`src/rtl/branch_jump_cache.sv`:
```
module branch_jump_cache #(
  parameter int AW = 16,
  parameter int IW = 16,
  parameter logic [AW-1:0] RESET_ADDR = '0
) (
  input  logic          clk,
  input  logic          rst_n,
  input  logic          br_valid,
  input  logic          br_taken,
  input  logic [AW-1:0] br_addr,
  input  logic [AW-1:0] br_target,
  input  logic          irq_take,
  input  logic [AW-1:0] irq_vector,
  input  logic          imem_wr,
  input  logic [IW-1:0] fetch_instr,
  output logic [AW-1:0] fetch_addr,
  output logic [IW-1:0] dec_instr
);
  localparam logic [AW-1:0] STEP = AW'(1);
  localparam logic [IW-1:0] BUBBLE = '0;

  logic [AW-1:0] pc, c_tag, c_tgt;
  logic [IW-1:0] c_op, dec_q;
  logic          c_vld, fill_pend;

  wire taken = br_valid & br_taken;
  wire hit   = taken & c_vld & ~fill_pend & (c_tag == br_addr) & (c_tgt == br_target);

  assign fetch_addr = pc;
  assign dec_instr  = dec_q;

  always_ff @(posedge clk or negedge rst_n) begin
    if (!rst_n) begin
      pc        <= RESET_ADDR;
      dec_q     <= BUBBLE;
      c_vld     <= 1'b0;
      fill_pend <= 1'b0;
      c_tag     <= '0;
      c_tgt     <= '0;
      c_op      <= '0;
    end else begin
      fill_pend <= 1'b0;
      if (fill_pend) c_op <= fetch_instr;
      if (irq_take) begin
        pc    <= irq_vector;
        dec_q <= BUBBLE;
      end else if (hit) begin
        pc    <= br_target + STEP;
        dec_q <= c_op;
      end else if (taken) begin
        pc        <= br_target;
        dec_q     <= BUBBLE;
        c_tag     <= br_addr;
        c_tgt     <= br_target;
        c_vld     <= 1'b1;
        fill_pend <= 1'b1;
      end else begin
        pc    <= pc + STEP;
        dec_q <= fetch_instr;
      end
      if (imem_wr) begin
        c_vld     <= 1'b0;
        fill_pend <= 1'b0;
      end
    end
  end
endmodule

```
`config.mk`:
```
export PLATFORM = sky130hd
export DESIGN_NAME = branch_jump_cache
export DESIGN_NICKNAME = d
export VERILOG_FILES = /design/src/rtl/branch_jump_cache.sv
export SDC_FILE = /design/constraint.sdc
export NUM_CORES = 1
export LEC_CHECK = 0
export BUFFER_PORTS_ARGS = -buffer_cell sky130_fd_sc_hd__buf_2
export CORE_MARGIN = 5
export CORE_UTILIZATION = 50
export CTS_BUF_LIST = sky130_fd_sc_hd__clkbuf_4
export CTS_CLUSTER_DIAMETER = 40
export DETAILED_ROUTE_END_ITERATION = 6
export PLACE_DENSITY = 0.78
export SLEW_MARGIN = 20
export SYNTH_ARGS = -nofsm -noshare
export SYNTH_HDL_FRONTEND = slang
export SYNTH_SLANG_ARGS = --single-unit
```
`constraint.sdc`:
```
create_clock -name clk -period 2.7 [get_ports clk]
set_input_delay 0.135 -clock clk [delete_from_list [all_inputs] [get_ports clk]]
set_output_delay 0.135 -clock clk [all_outputs]
set_load 0.02 [all_outputs]
```
# Word-level counts from Yosys, hierarchy flattened
# Index checks and enable logic that the tools add are counted.
[classes] add_sub_neg=2 mul=0 div=0 order_cmp=0 n_eq_ne=4 shift=0 muxes=14 bitwise=8 reduce_logical=3
[ops] op="16-bit 2-to-1 mux" n=6
[ops] op="16-bit by 1-bit adder with 16-bit output (second input constant)" n=2
[ops] op="16-bit == test" n=2
[ops] op="1-bit 2-to-1 mux" n=8
[ops] op="3-bit AND reduction" n=2
[ops] op="1-bit bitwise AND" n=5
[ops] op="1-bit inverter" n=3
[ops] op="2-bit by 1-bit != test with 1-bit output (second input constant)" n=1
[ops] op="2-bit != test (second input constant)" n=1
[ops] op="2-bit nonzero test" n=1
[totals] reg_bits=82 latchBits=0 mem_bits_rw=0 mem_bits_ro=0 input_bits=70 output_inout_bits=32 wordCells=38 mem_count=0

# Depth between registers and ports, before layout
# Gate-level depths: netlist of run 1.
[depth] depth_word=8 mapped_depth=10 depth_no_buf=7

# Least setup slack after synthesis of run 1
# OpenSTA, ideal clock, no wires.
[synth_path] kind="register to register" from="register fill_pend" to="register pc[13] (netlist: fetch_addr[13])" setup_time_ps=125 arrival_time_ps=2008 required_time_ps=2575 path_slack_ps=568 path_stages_with_launch=8 n_path_buf=2 synth_period_minus_slack_ps=2132 path_cell_list="dfrtp_1 > clkbuf_1 > nor4b_1 > nand4_1 > nor4_2 > buf_6 > mux2_2 > mux2_2"
[synth_between] elab_chain_len=6
[synth_lines] item="from (decl)" line="24" text="logic c_vld, fill_pend;"
[synth_lines] item="from (signal assigned)" line="37" text="fill_pend <= 1'b0;"
[synth_lines] item="from (signal assigned)" line="42" text="fill_pend <= 1'b0;"
[synth_lines] item="from (signal assigned)" line="56" text="fill_pend <= 1'b1;"
[synth_lines] item="1-bit inverter" line="27" text="wire hit = taken & c_vld & ~fill_pend & (c_tag == br_addr) & (c_tgt == br_target);"
[synth_lines] item="1-bit bitwise AND (3 in series)" line="27"
[synth_lines] item="16-bit 2-to-1 mux" line="47" text="end else if (hit) begin"
[synth_lines] item="16-bit 2-to-1 mux" line="44" text="if (irq_take) begin"
[synth_lines] item="to (signal assigned)" line="45" text="pc <= irq_vector;"
[synth_lines] item="to (signal assigned)" line="48" text="pc <= br_target + STEP;"
[synth_lines] item="to (signal assigned)" line="51" text="pc <= br_target;"
[synth_lines] item="to (decl)" line="22" text="logic [AW-1:0] pc, c_tag, c_tgt;"
# No other way between the ends.
# A chain may end at the register's enable or synchronous reset.

# Final worst setup path of run 1
[layout_path] from="register c_tgt[8]" to="register pc[13] (netlist: fetch_addr[13])"
[layout_between] elab_chain_len=4
[layout_lines] item="from (decl)" line="22"
[layout_lines] item="from (signal assigned)" line="54" text="c_tgt <= br_target;"
[layout_lines] item="16-bit == test" line="27"
[layout_lines] item="1-bit bitwise AND" line="27"
[layout_lines] item="16-bit 2-to-1 mux" line="47"
[layout_lines] item="16-bit 2-to-1 mux" line="44"
# No other way between the ends.

==> results of run 1 <==
## where the power goes
| part | switching, mW | internal, mW |
|---|---|---|
| registers | 0.133 | 1.41 |
| clock network | 0.481 | 0.301 |
| logic | 0.325 | 0.422 |
| total | 0.940 | 2.13 |
## worst max-delay path: cells and delay by family (launching register included)
family / cells / cell delay (ns)
XOR/XNOR: 1 / 0.17
multiplexers: 2 / 0.60
flip-flops: 1 / 0.41
AND/OR/NAND/NOR: 3 / 1.04
buffers and inverters: 1 / 0.28
## registers in the layout, summed over array words and instances (netlist names)
| signal | cells |
|---|---|
| dec_instr | 16 |
| c_tgt | 16 |
| c_vld | 1 |
| fill_pend | 1 |
| c_tag | 16 |
| fetch_addr | 16 |
| c_op | 16 |
## layout make-up
type	count	area share
clock buffers	9	0.0119
clock inverters	7	0.0150
inverters	2	0.00132
multi-input cells	267	0.391
flip-flops and latches	82	0.361
well taps	108	0.0238
repair buffers	161	0.195
## placed cells by master, fill, tap and decap left out, types with 3 or more instances in the layout
| master | instances |
|---|---|
| sky130_fd_sc_hd__a21oi_1 | 9 |
| sky130_fd_sc_hd__a22oi_1 | 16 |
| sky130_fd_sc_hd__and3_1 | 3 |
| sky130_fd_sc_hd__buf_2 | 100 |
| sky130_fd_sc_hd__buf_4 | 6 |
| sky130_fd_sc_hd__clkbuf_4 | 9 |
| sky130_fd_sc_hd__clkinv_4 | 3 |
| sky130_fd_sc_hd__dfrtp_1 | 82 |
| sky130_fd_sc_hd__dlygate4sd3_1 | 53 |
| sky130_fd_sc_hd__mux2_2 | 32 |
| sky130_fd_sc_hd__mux2_4 | 29 |
| sky130_fd_sc_hd__mux2i_1 | 18 |
| sky130_fd_sc_hd__nand2_1 | 17 |
| sky130_fd_sc_hd__nand3_1 | 11 |
| sky130_fd_sc_hd__nand4_1 | 9 |
| sky130_fd_sc_hd__nor2_1 | 30 |
| sky130_fd_sc_hd__nor3_1 | 6 |
| sky130_fd_sc_hd__nor4_1 | 9 |
| sky130_fd_sc_hd__o21ai_0 | 5 |
| sky130_fd_sc_hd__xnor2_1 | 24 |
| sky130_fd_sc_hd__xor2_1 | 35 |
## routing by layer
metal / vias to the layer above / routed length (um)
li1: 1616 / -
met5: - / 0
met3: 10 / 655
met1: 1620 / 4500
met4: 0 / 93
met2: 71 / 5020
## worst min path at each step
stage,start,endpoint,depth (start not counted)
after floorplan,rst_n,c_op[0]$_DFFE_PN0P_,0
final,br_target[5],c_tgt[5]$_DFFE_PN0P_,2
after global placement,imem_wr,fill_pend$_DFF_PN0_,2
after detailed placement,imem_wr,fill_pend$_DFF_PN0_,2
after global routing,br_target[6],c_tgt[6]$_DFFE_PN0P_,2
after CTS,br_target[15],c_tgt[15]$_DFFE_PN0P_,2
## what timing repair did
action	4_1_cts	5_1_grt
hold buffers	51	2
buffers inserted	0	0
setup endpoints to repair	2	0
resized for setup	1	0
hold endpoints to repair	149	2
## kinds of logic (layout without fill, tap and decap cells)
logic type	Yosys count	in the layout	synth area share
AO/OA/AOI/OAI	35	35	0.0525
adder cells (fa/ha/maj)	2	2	0.00567
multiplexers	79	79	0.221
XOR/XNOR	59	59	0.117
buffers and inverters	25	179	0.0343
flip-flops	82	82	0.465
AND/OR/NAND/NOR	92	92	0.104
==> impl_metrics.tcl, run 1 <==
set metrics [dict create \
    critical_path_required_ns 3.03 \
    finalWorstPathRequiredPeriod_ns 2.62 \
    io-pin-count 102 \
    antenna-diode-count 0 \
    clk_pin_slew_ns 0.14 \
    rr_endpoint "fetch_addr[13]$_DFF_PN0_" \
    synthTopCellsByCount "sky130_fd_sc_hd__dfrtp_1, sky130_fd_sc_hd__xor2_1, sky130_fd_sc_hd__mux2_2, sky130_fd_sc_hd__nor2_1, sky130_fd_sc_hd__mux2_4" \
    report.final.slew_viol_count 0 \
    routed-via-count 3317 \
    detailedPlacementHpwl_um 7000 \
    yosysUniqueCellTypes 35 \
    final_layout_size_suffix_gt1_frac 0.360 \
    netlist_instances 374 \
    top_usage_layer "met2" \
    synthTopCellsByArea "sky130_fd_sc_hd__dfrtp_1, sky130_fd_sc_hd__mux2_4, sky130_fd_sc_hd__mux2_2" \
    grt_first_pass_wirelength_um 17500 \
    floorplan.initialDensity 0.508 \
    final-setup-viol-count 0 \
    groute.layer.met1.usage 0.248 \
    reg2reg_depth 7 \
    placement_row_count 34 \
    grt_start_max_net_pins 83 \
    worstHoldPathType "input pin to register" \
    unrepaired_setup_endpoints_after_global_routing "false" \
    ff2ff_setup_slack_ns 0.08 \
    buffer_levels_on_the_longest_clock_path 2 \
    synth.top_cell.area_share 0.465 \
    fillers 693 \
    yosys_register_bits 82 \
    worst_setup_path_start_kind "register" \
    cpMaxStageDelayCell "sky130_fd_sc_hd__nor4_4" \
    hold_viol_final 0 \
    crit_end "fetch_addr[13]$_DFF_PN0_" \
    reg2reg_launch_point "c_tgt[8]$_DFFE_PN0P_" \
    relSlewSlack 0.388 \
    global_route.overflow_total 0 \
    synth.avg_cell_area_um2 11.8 \
    cts.sinks 82 \
    synth_to_final_area_change_pct 28.7 \
    route.detailed.drc 0 \
    grt_use_total 0.198 \
    dp_slack_ns 0.0194 \
    grt_use_met2 0.330 \
    run_status "complete, no violations" \
    number_of_routed_nets_with_antenna_violations 0 \
    multi_input_comb_area_um2 2220 \
    grtUsageMet3 0.0708 \
    cts_max_level 3 \
    synth_edf_count 0 \
    detail_route.vias_per_cell 5.22 \
    synth_nets 446 \
    vdd.ir_drop.worst_uv 337 \
    post-route-cell-area_um2 5680 \
    core_um2 8680 \
    cpMostUsedCell "sky130_fd_sc_hd__mux2_2" \
    place.port_buffers 101 \
    path_cells "xor2_1, nor4_2, nand4_1, nor4_4, buf_4, mux2_2, mux2_2" \
    placed_cell_area_um2 4980 \
    finalNonFillerCells 636 \
    gp_routability_congestion 0.802 \
    worst-slew-pin-transition_ns 0.915 \
    drv.max_cap_violation_count 0 \
    critPathKind "register to register" \
    placed_cells_incl_taps 567 \
    setup_total_negative_slack_ns 0 \
    post-route-worst-setup-slack_ns 0.0817 \
    totalPowerFinal_mw 3.07 \
    timing.critical_path.fanout_max 10 \
    tritoncts.num_buffers 9 \
    min_period_over_period 0.970 \
    first_pass_iters 4 \
    synth_async_sr_flop_share 1.00 \
    clock_insertion_delay_worst_skew_ns 0.43 \
    final_cell_utilization_of_the_core 0.654 \
    top_reg_cell_synth "sky130_fd_sc_hd__dfrtp_1" \
    grt_antenna_before_repair 0 \
    synth_seq_area_share 0.465 \
    critPathLaunch "c_tgt[8]$_DFFE_PN0P_" \
    cp_data_arrival_time_ns 2.94 \
    power-per-cell-area_nw_per_um2 541 \
    fp.dieH_um 104 \
    cts_root_buf "sky130_fd_sc_hd__clkbuf_4" \
    power.static_leakage_nw 2.60 \
    via_count_of_the_first_global_routing_pass 3527 \
    wirelength_um 10300 \
    tritoncts "done" \
    dr.first_iter.drc_count 103 \
    fin_worst_skew_ns 0.0128 \
    netlist_area_um2 4410 \
    die-width_um 104 \
    routedWlPerCell_um 16.2 \
    yosys_warnings 0 \
    ff_latch_area_um2 2050 \
    die_area_um2 10800 \
    clock.fmax_mhz 382 \
    synth_most_common_cell "sky130_fd_sc_hd__dfrtp_1" \
    synth_area_leader_cell "sky130_fd_sc_hd__dfrtp_1" \
    hold_ws_ns 0.0371 \
    critical_path.max_stage_delay_ns 0.44 \
    worst_setup_path_end_kind "register" \
    fin_nets 595 \
]
Note: power is estimated with default switching activity, not from simulation.
==> inputs of run 2 (changes only) <==
==> constraint.sdc (replaced) <==
create_clock -name clk -period 2.7 [get_ports clk]
set_input_delay 0.54 -clock clk [delete_from_list [all_inputs] [get_ports clk]]
set_output_delay 0.54 -clock clk [all_outputs]
set_load 0.02 [all_outputs]
==> run 2 against run 1 <==
Net effect:
- register-to-register slack better by 0.17 ns
- clock power is 18% lower
- setup slack better by 0.17 ns
- wire length is 1.0% lower
- sequential power is essentially flat
- non-clock buffer count is 45 lower
- power shrank 6.0%
==> impl_metrics.tcl, run 2 (same netlist as run 1, synthesis figures left out) <==
set metrics [dict create \
    die-width_um 104 \
    cpMaxStageDelayCell "sky130_fd_sc_hd__dfrtp_1" \
    ff2ff_setup_slack_ns 0.26 \
    run_status "complete, no violations" \
    cp_top_family "simple AND/OR/NAND/NOR gates" \
    cpMostUsedCell "sky130_fd_sc_hd__mux2_2" \
    report.final.slew_viol_count 0 \
    hold_ws_ns 0.0952 \
    number_of_routed_nets_with_antenna_violations 0 \
    grtUsageMet3 0.0658 \
    rr_endpoint "fetch_addr[14]$_DFF_PN0_" \
    path_cells "xor2_1, nor4_1, nand4_1, nor4_4, buf_4, mux2_2, mux2_2" \
    final_layout_size_suffix_gt1_frac 0.406 \
    grt_start_max_net_pins 46 \
    dr.first_iter.drc_count 106 \
    cts_repair_resize_count 0 \
    cp_data_arrival_time_ns 2.76 \
    worst_setup_path_start_kind "register" \
    gp_routability_congestion 0.864 \
    worstHoldPathType "input pin to async pin" \
    placement_row_count 34 \
    fp.dieH_um 104 \
    detailedPlacementHpwl_um 7490 \
    first_pass_iters 4 \
    critPathBufInv 1 \
    finalWorstPathRequiredPeriod_ns 2.44 \
    buffer_levels_on_the_longest_clock_path 2 \
    grt_antenna_before_repair 1 \
    fin_worst_skew_ns 0.0187 \
    tritoncts "done" \
    global_route.overflow_total 0 \
    power-per-cell-area_nw_per_um2 557 \
    io-pin-count 102 \
    setup_total_negative_slack_ns 0 \
    power.static_leakage_nw 2.40 \
    tritoncts.num_buffers 9 \
    min_period_over_period 0.906 \
    final_common_cell "sky130_fd_sc_hd__buf_2" \
    worst_setup_path_end_kind "register" \
    unrepaired_setup_endpoints_after_global_routing "false" \
    wirelength_um 10200 \
    floorplan.initialDensity 0.508 \
    timing.critical_path.fanout_max 5 \
    vdd.ir_drop.worst_uv 388 \
    grt_use_total 0.193 \
    worst-slew-pin-transition_ns 0.607 \
    grt_use_met2 0.327 \
    groute.layer.met1.usage 0.234 \
    final-setup-viol-count 0 \
    place.port_buffers 101 \
    totalPowerFinal_mw 2.89 \
    core_um2 8680 \
    critical_path.max_stage_delay_ns 0.42 \
    cts_max_level 3 \
    placed_cells_incl_taps 575 \
    cts.repair_timing.setup_buffer_count 0 \
    relSlewSlack 0.595 \
    clock_insertion_delay_worst_skew_ns 0.43 \
    detail_route.vias_per_cell 5.50 \
    drv.max_cap_violation_count 0 \
    fin_nets 550 \
    cts.sinks 82 \
    routedWlPerCell_um 17.2 \
    cts_hold_buf 0 \
    antenna-diode-count 0 \
    synth_to_final_area_change_pct 17.6 \
    critPathKind "register to register" \
    reg2reg_launch_point "c_tgt[8]$_DFFE_PN0P_" \
    most_frequent_cells_in_the_layout "sky130_fd_sc_hd__buf_2, sky130_fd_sc_hd__dfrtp_1, sky130_fd_sc_hd__xor2_1" \
    cts_root_buf "sky130_fd_sc_hd__clkbuf_4" \
    critical_path_required_ns 3.01 \
    top_usage_layer "met2" \
    route.detailed.drc 0 \
    clk_pin_slew_ns 0.14 \
    clock.fmax_mhz 409 \
    via_count_of_the_first_global_routing_pass 3497 \
    routed-via-count 3252 \
    die_area_um2 10800 \
    reg2reg_depth 7 \
    hold_viol_final 0 \
    grt_first_pass_wirelength_um 17100 \
    finalNonFillerCells 591 \
]
[run 2: cell count changes in the layout (fill, tap and decap cells not counted), sizes merged]
| cell | previous run | this run |
|---|---|---|
| buf | 108 | 116 |
| bufinv | 1 | 0 |
| clkbuf | 9 | 10 |
| clkinvlp | 0 | 3 |
| dlygate4sd3 | 53 | 0 |
| inv | 5 | 2 |
[run 2: per-layer routing]
metal / vias to the layer above / share of wire / wire length (um)
met5: - / 0.0013 / 13
met4: 2 / 0.015 / 152
met3: 20 / 0.075 / 759
met2: 106 / 0.51 / 5150
met1: 1605 / 0.40 / 4090
li1: 1519 / - / -
[run 2: per-stage QoR]
step	worst slack, ns	instance area (um^2)	utilization
2_1_floorplan	0.354	4410	-
3_3_place_gp	0.0999	5070	0.584
3_5_place_dp	0.0466	5070	0.584
4_1_cts	0.277	5190	0.598
5_1_grt	0.176	5190	0.598
6_report	0.255	5190	0.598
[run 2: worst reg2reg max path: stages (launching register included)]
cell	delay (ns)
sky130_fd_sc_hd__dfrtp_1	0.42
sky130_fd_sc_hd__xor2_1	0.17
sky130_fd_sc_hd__nor4_1	0.40
sky130_fd_sc_hd__nand4_1	0.21
sky130_fd_sc_hd__nor4_4	0.34
sky130_fd_sc_hd__buf_4	0.19
sky130_fd_sc_hd__mux2_2	0.33
sky130_fd_sc_hd__mux2_2	0.26
[run 2: worst max path at each step]
stage                                     from                        to  slack (ns)  cells past startpoint
after global routing      c_tgt[8]$_DFFE_PN0P_  fetch_addr[14]$_DFF_PN0_        0.18                      7
final                     c_tgt[8]$_DFFE_PN0P_  fetch_addr[14]$_DFF_PN0_        0.26                      7
after detailed placement            br_addr[1]  fetch_addr[14]$_DFF_PN0_        0.05                      8
after CTS                 c_tgt[8]$_DFFE_PN0P_  fetch_addr[14]$_DFF_PN0_        0.28                      7
after floorplan                   br_target[8]  fetch_addr[13]$_DFF_PN0_        0.35                      8
after global placement              br_addr[1]  fetch_addr[13]$_DFF_PN0_         0.1                      8
[run 2: final cells by class]
cell class	count	area [um^2]
fillers	740	3490
multi-input cells	267	2220
flip-flops and latches	82	2050
repair buffers	116	658
well taps	108	135
clock buffers	10	75.1
clock inverters	6	43.8
inverters	2	7.51
[run 2: where the power goes]
part / total [mW] / internal, mW / switching, mW
clock: 0.641 / 0.199 / 0.442
sequential: 1.55 / 1.41 / 0.141
combinational: 0.697 / 0.379 / 0.317
total: 2.89 / 1.99 / 0.900
==> inputs of run 3 (changes only) <==
--- a/config.mk
+++ b/config.mk
@@ -12,5 +12,7 @@
 export CTS_CLUSTER_DIAMETER = 40
 export DETAILED_ROUTE_END_ITERATION = 6
+export MAX_ROUTING_LAYER = met4
 export PLACE_DENSITY = 0.78
+export SETUP_SLACK_MARGIN = 0.02
 export SLEW_MARGIN = 20
 export SYNTH_ARGS = -nofsm -noshare
==> constraint.sdc (replaced) <==
create_clock -name clk -period 2.7 [get_ports clk]
set_input_delay 0.54 -clock clk [delete_from_list [all_inputs] [get_ports clk]]
set_output_delay 0.54 -clock clk [all_outputs]
set_load 0.005 [all_outputs]
==> run 3 against run 2 <==
Net effect:
- clock-buffer cell count stayed put
- maximum frequency is 0.11% higher
- clock power fell by 0.6%
- largest cell class unchanged
- largest power group unchanged
==> impl_metrics.tcl, run 3 (same netlist as run 1, synthesis figures left out) <==
set metrics [dict create \
    via_count_of_the_first_global_routing_pass 3499 \
    ff2ff_setup_slack_ns 0.26 \
    share_seq_of_total_power 0.547 \
    p_sw_mw 0.850 \
    report.final.slew_viol_count 0 \
    reg2reg_depth 7 \
    vdd.ir_drop.worst_uv 382 \
    critPathKind "register to register" \
    switch_share 0.299 \
    grt_start_max_net_pins 46 \
    tritoncts "done" \
    most_frequent_cells_in_the_layout "sky130_fd_sc_hd__buf_2, sky130_fd_sc_hd__dfrtp_1, sky130_fd_sc_hd__xor2_1" \
    post-route-cell-area_um2 5190 \
    power.share.combinational 0.229 \
    unrepaired_setup_endpoints_after_global_routing "false" \
    finalNonFillerCells 592 \
    cts_root_buf "sky130_fd_sc_hd__clkbuf_4" \
    final_common_cell "sky130_fd_sc_hd__buf_2" \
    clock_insertion_delay_worst_skew_ns 0.43 \
    finalWorstPathRequiredPeriod_ns 2.44 \
    cts_repair_resize_count 0 \
    io-pin-count 102 \
    placed_cell_area_um2 5070 \
    cp_data_arrival_time_ns 2.75 \
    cts_max_level 3 \
    grt_use_total 0.199 \
    fin_nets 550 \
    detailedPlacementHpwl_um 7490 \
    setup_total_negative_slack_ns 0 \
    floorplan.initialDensity 0.508 \
    cpMostUsedCell "sky130_fd_sc_hd__mux2_2" \
    hold_viol_final 0 \
    number_of_routed_nets_with_antenna_violations 0 \
    final_layout_size_suffix_gt1_frac 0.406 \
    rr_endpoint "fetch_addr[14]$_DFF_PN0_" \
    synth_to_final_area_change_pct 17.7 \
    fin_worst_skew_ns 0.0180 \
    routed-via-count 3252 \
    grt_first_pass_wirelength_um 17000 \
    power.static_leakage_nw 2.40 \
    routedWlPerCell_um 17.1 \
    detail_route.vias_per_cell 5.49 \
    run_status "complete, no violations" \
    totalPowerFinal_mw 2.84 \
    clk_pin_slew_ns 0.14 \
    dr.first_iter.drc_count 114 \
    path_cells "xor2_1, nor4_1, nand4_1, nor4_4, buf_4, mux2_2, mux2_2" \
    worst_setup_path_start_kind "register" \
    relSlewSlack 0.597 \
    die_area_um2 10800 \
    cpMaxStageDelayCell "sky130_fd_sc_hd__dfrtp_1" \
    core_um2 8680 \
    reg2reg_launch_point "c_tgt[8]$_DFFE_PN0P_" \
    worstHoldPathType "input pin to async pin" \
    route.detailed.drc 0 \
    placed_cells_incl_taps 575 \
    drv.max_cap_violation_count 0 \
    wirelength_um 10200 \
    worst_setup_path_end_kind "register" \
    final-setup-viol-count 0 \
    fp.dieH_um 104 \
    critical_path_required_ns 3.01 \
    buffer_levels_on_the_longest_clock_path 2 \
    internal-power_mw 1.99 \
    power_frac_clock 0.224 \
    critical_path.max_stage_delay_ns 0.42 \
    fillers 741 \
    power-per-cell-area_nw_per_um2 547 \
    cts_hold_buf 0 \
    min_period_over_period 0.905 \
    cts.sinks 82 \
    cts.repair_timing.setup_buffer_count 0 \
    worst-slew-pin-transition_ns 0.604 \
    placement_row_count 34 \
    grt_antenna_before_repair 1 \
    gp_routability_congestion 0.878 \
    timing.critical_path.fanout_max 5 \
    first_pass_iters 4 \
    place.port_buffers 101 \
    die-width_um 104 \
    tritoncts.num_buffers 9 \
    global_route.overflow_total 0 \
    clock.fmax_mhz 409 \
]
## run 3: per-stage QoR
step	utilization	hold slack [ns]	worst slack, ns
finish	0.598	0.0986	0.258
CTS	0.598	0.105	0.277
detailed placement	0.584	0.501	0.0466
global placement	0.584	0.481	0.0999
floorplan	-	0.244	0.354
global route	0.598	0.112	0.176
## run 3: critical path: cells and delay by family (launching register included)
family | cells | cell delay [ns]
buffers and inverters | 1 | 0.19
xor gates and xnor gates | 1 | 0.17
DFF | 1 | 0.42
and+or+nand+nor | 3 | 0.95
muxes | 2 | 0.59
## run 3: how the worst max path moves through the flow
| stage | start | endpoint | slack, ns | cells after the start |
|---|---|---|---|---|
| floorplan | br_target[8] | fetch_addr[13]$_DFF_PN0_ | 0.35 | 8 |
| global placement | br_addr[1] | fetch_addr[13]$_DFF_PN0_ | 0.1 | 8 |
| detailed placement | br_addr[1] | fetch_addr[14]$_DFF_PN0_ | 0.05 | 8 |
| CTS | c_tgt[8]$_DFFE_PN0P_ | fetch_addr[14]$_DFF_PN0_ | 0.28 | 7 |
| global route | c_tgt[8]$_DFFE_PN0P_ | fetch_addr[14]$_DFF_PN0_ | 0.18 | 7 |
| finish | c_tgt[8]$_DFFE_PN0P_ | fetch_addr[14]$_DFF_PN0_ | 0.26 | 7 |
## run 3: final cells by class
class	instances	area (um^2)	area share
clock buffers	10	75.1	0.0145
clock inverters	6	43.8	0.00844
multi-input cells	267	2220	0.427
repair buffers	116	658	0.127
well taps	108	135	0.0260
flip-flops and latches	82	2050	0.395
diodes	1	2.50	0.000482
inverters	2	7.51	0.00145
## run 3: per-layer routing
| layer | wire, um | vias up | global-route usage |
|---|---|---|---|
| met4 | 151 | 0 | 0.0527 |
| li1 | - | 1519 | - |
| met5 | 0 | - | - |
| met1 | 4240 | 1606 | 0.241 |
| met3 | 639 | 19 | 0.0552 |
| met2 | 5120 | 108 | 0.327 |
## run 3: power by group through the flow
stage	clock, mW	combinational, mW	sequential [mW]
2_1_floorplan	0	0.435	1.54
3_3_place_gp	0	0.629	1.56
3_5_place_dp	0	0.656	1.57
4_1_cts	0.665	0.658	1.55
5_1_grt	0.720	0.716	1.58
6_report	0.637	0.649	1.55
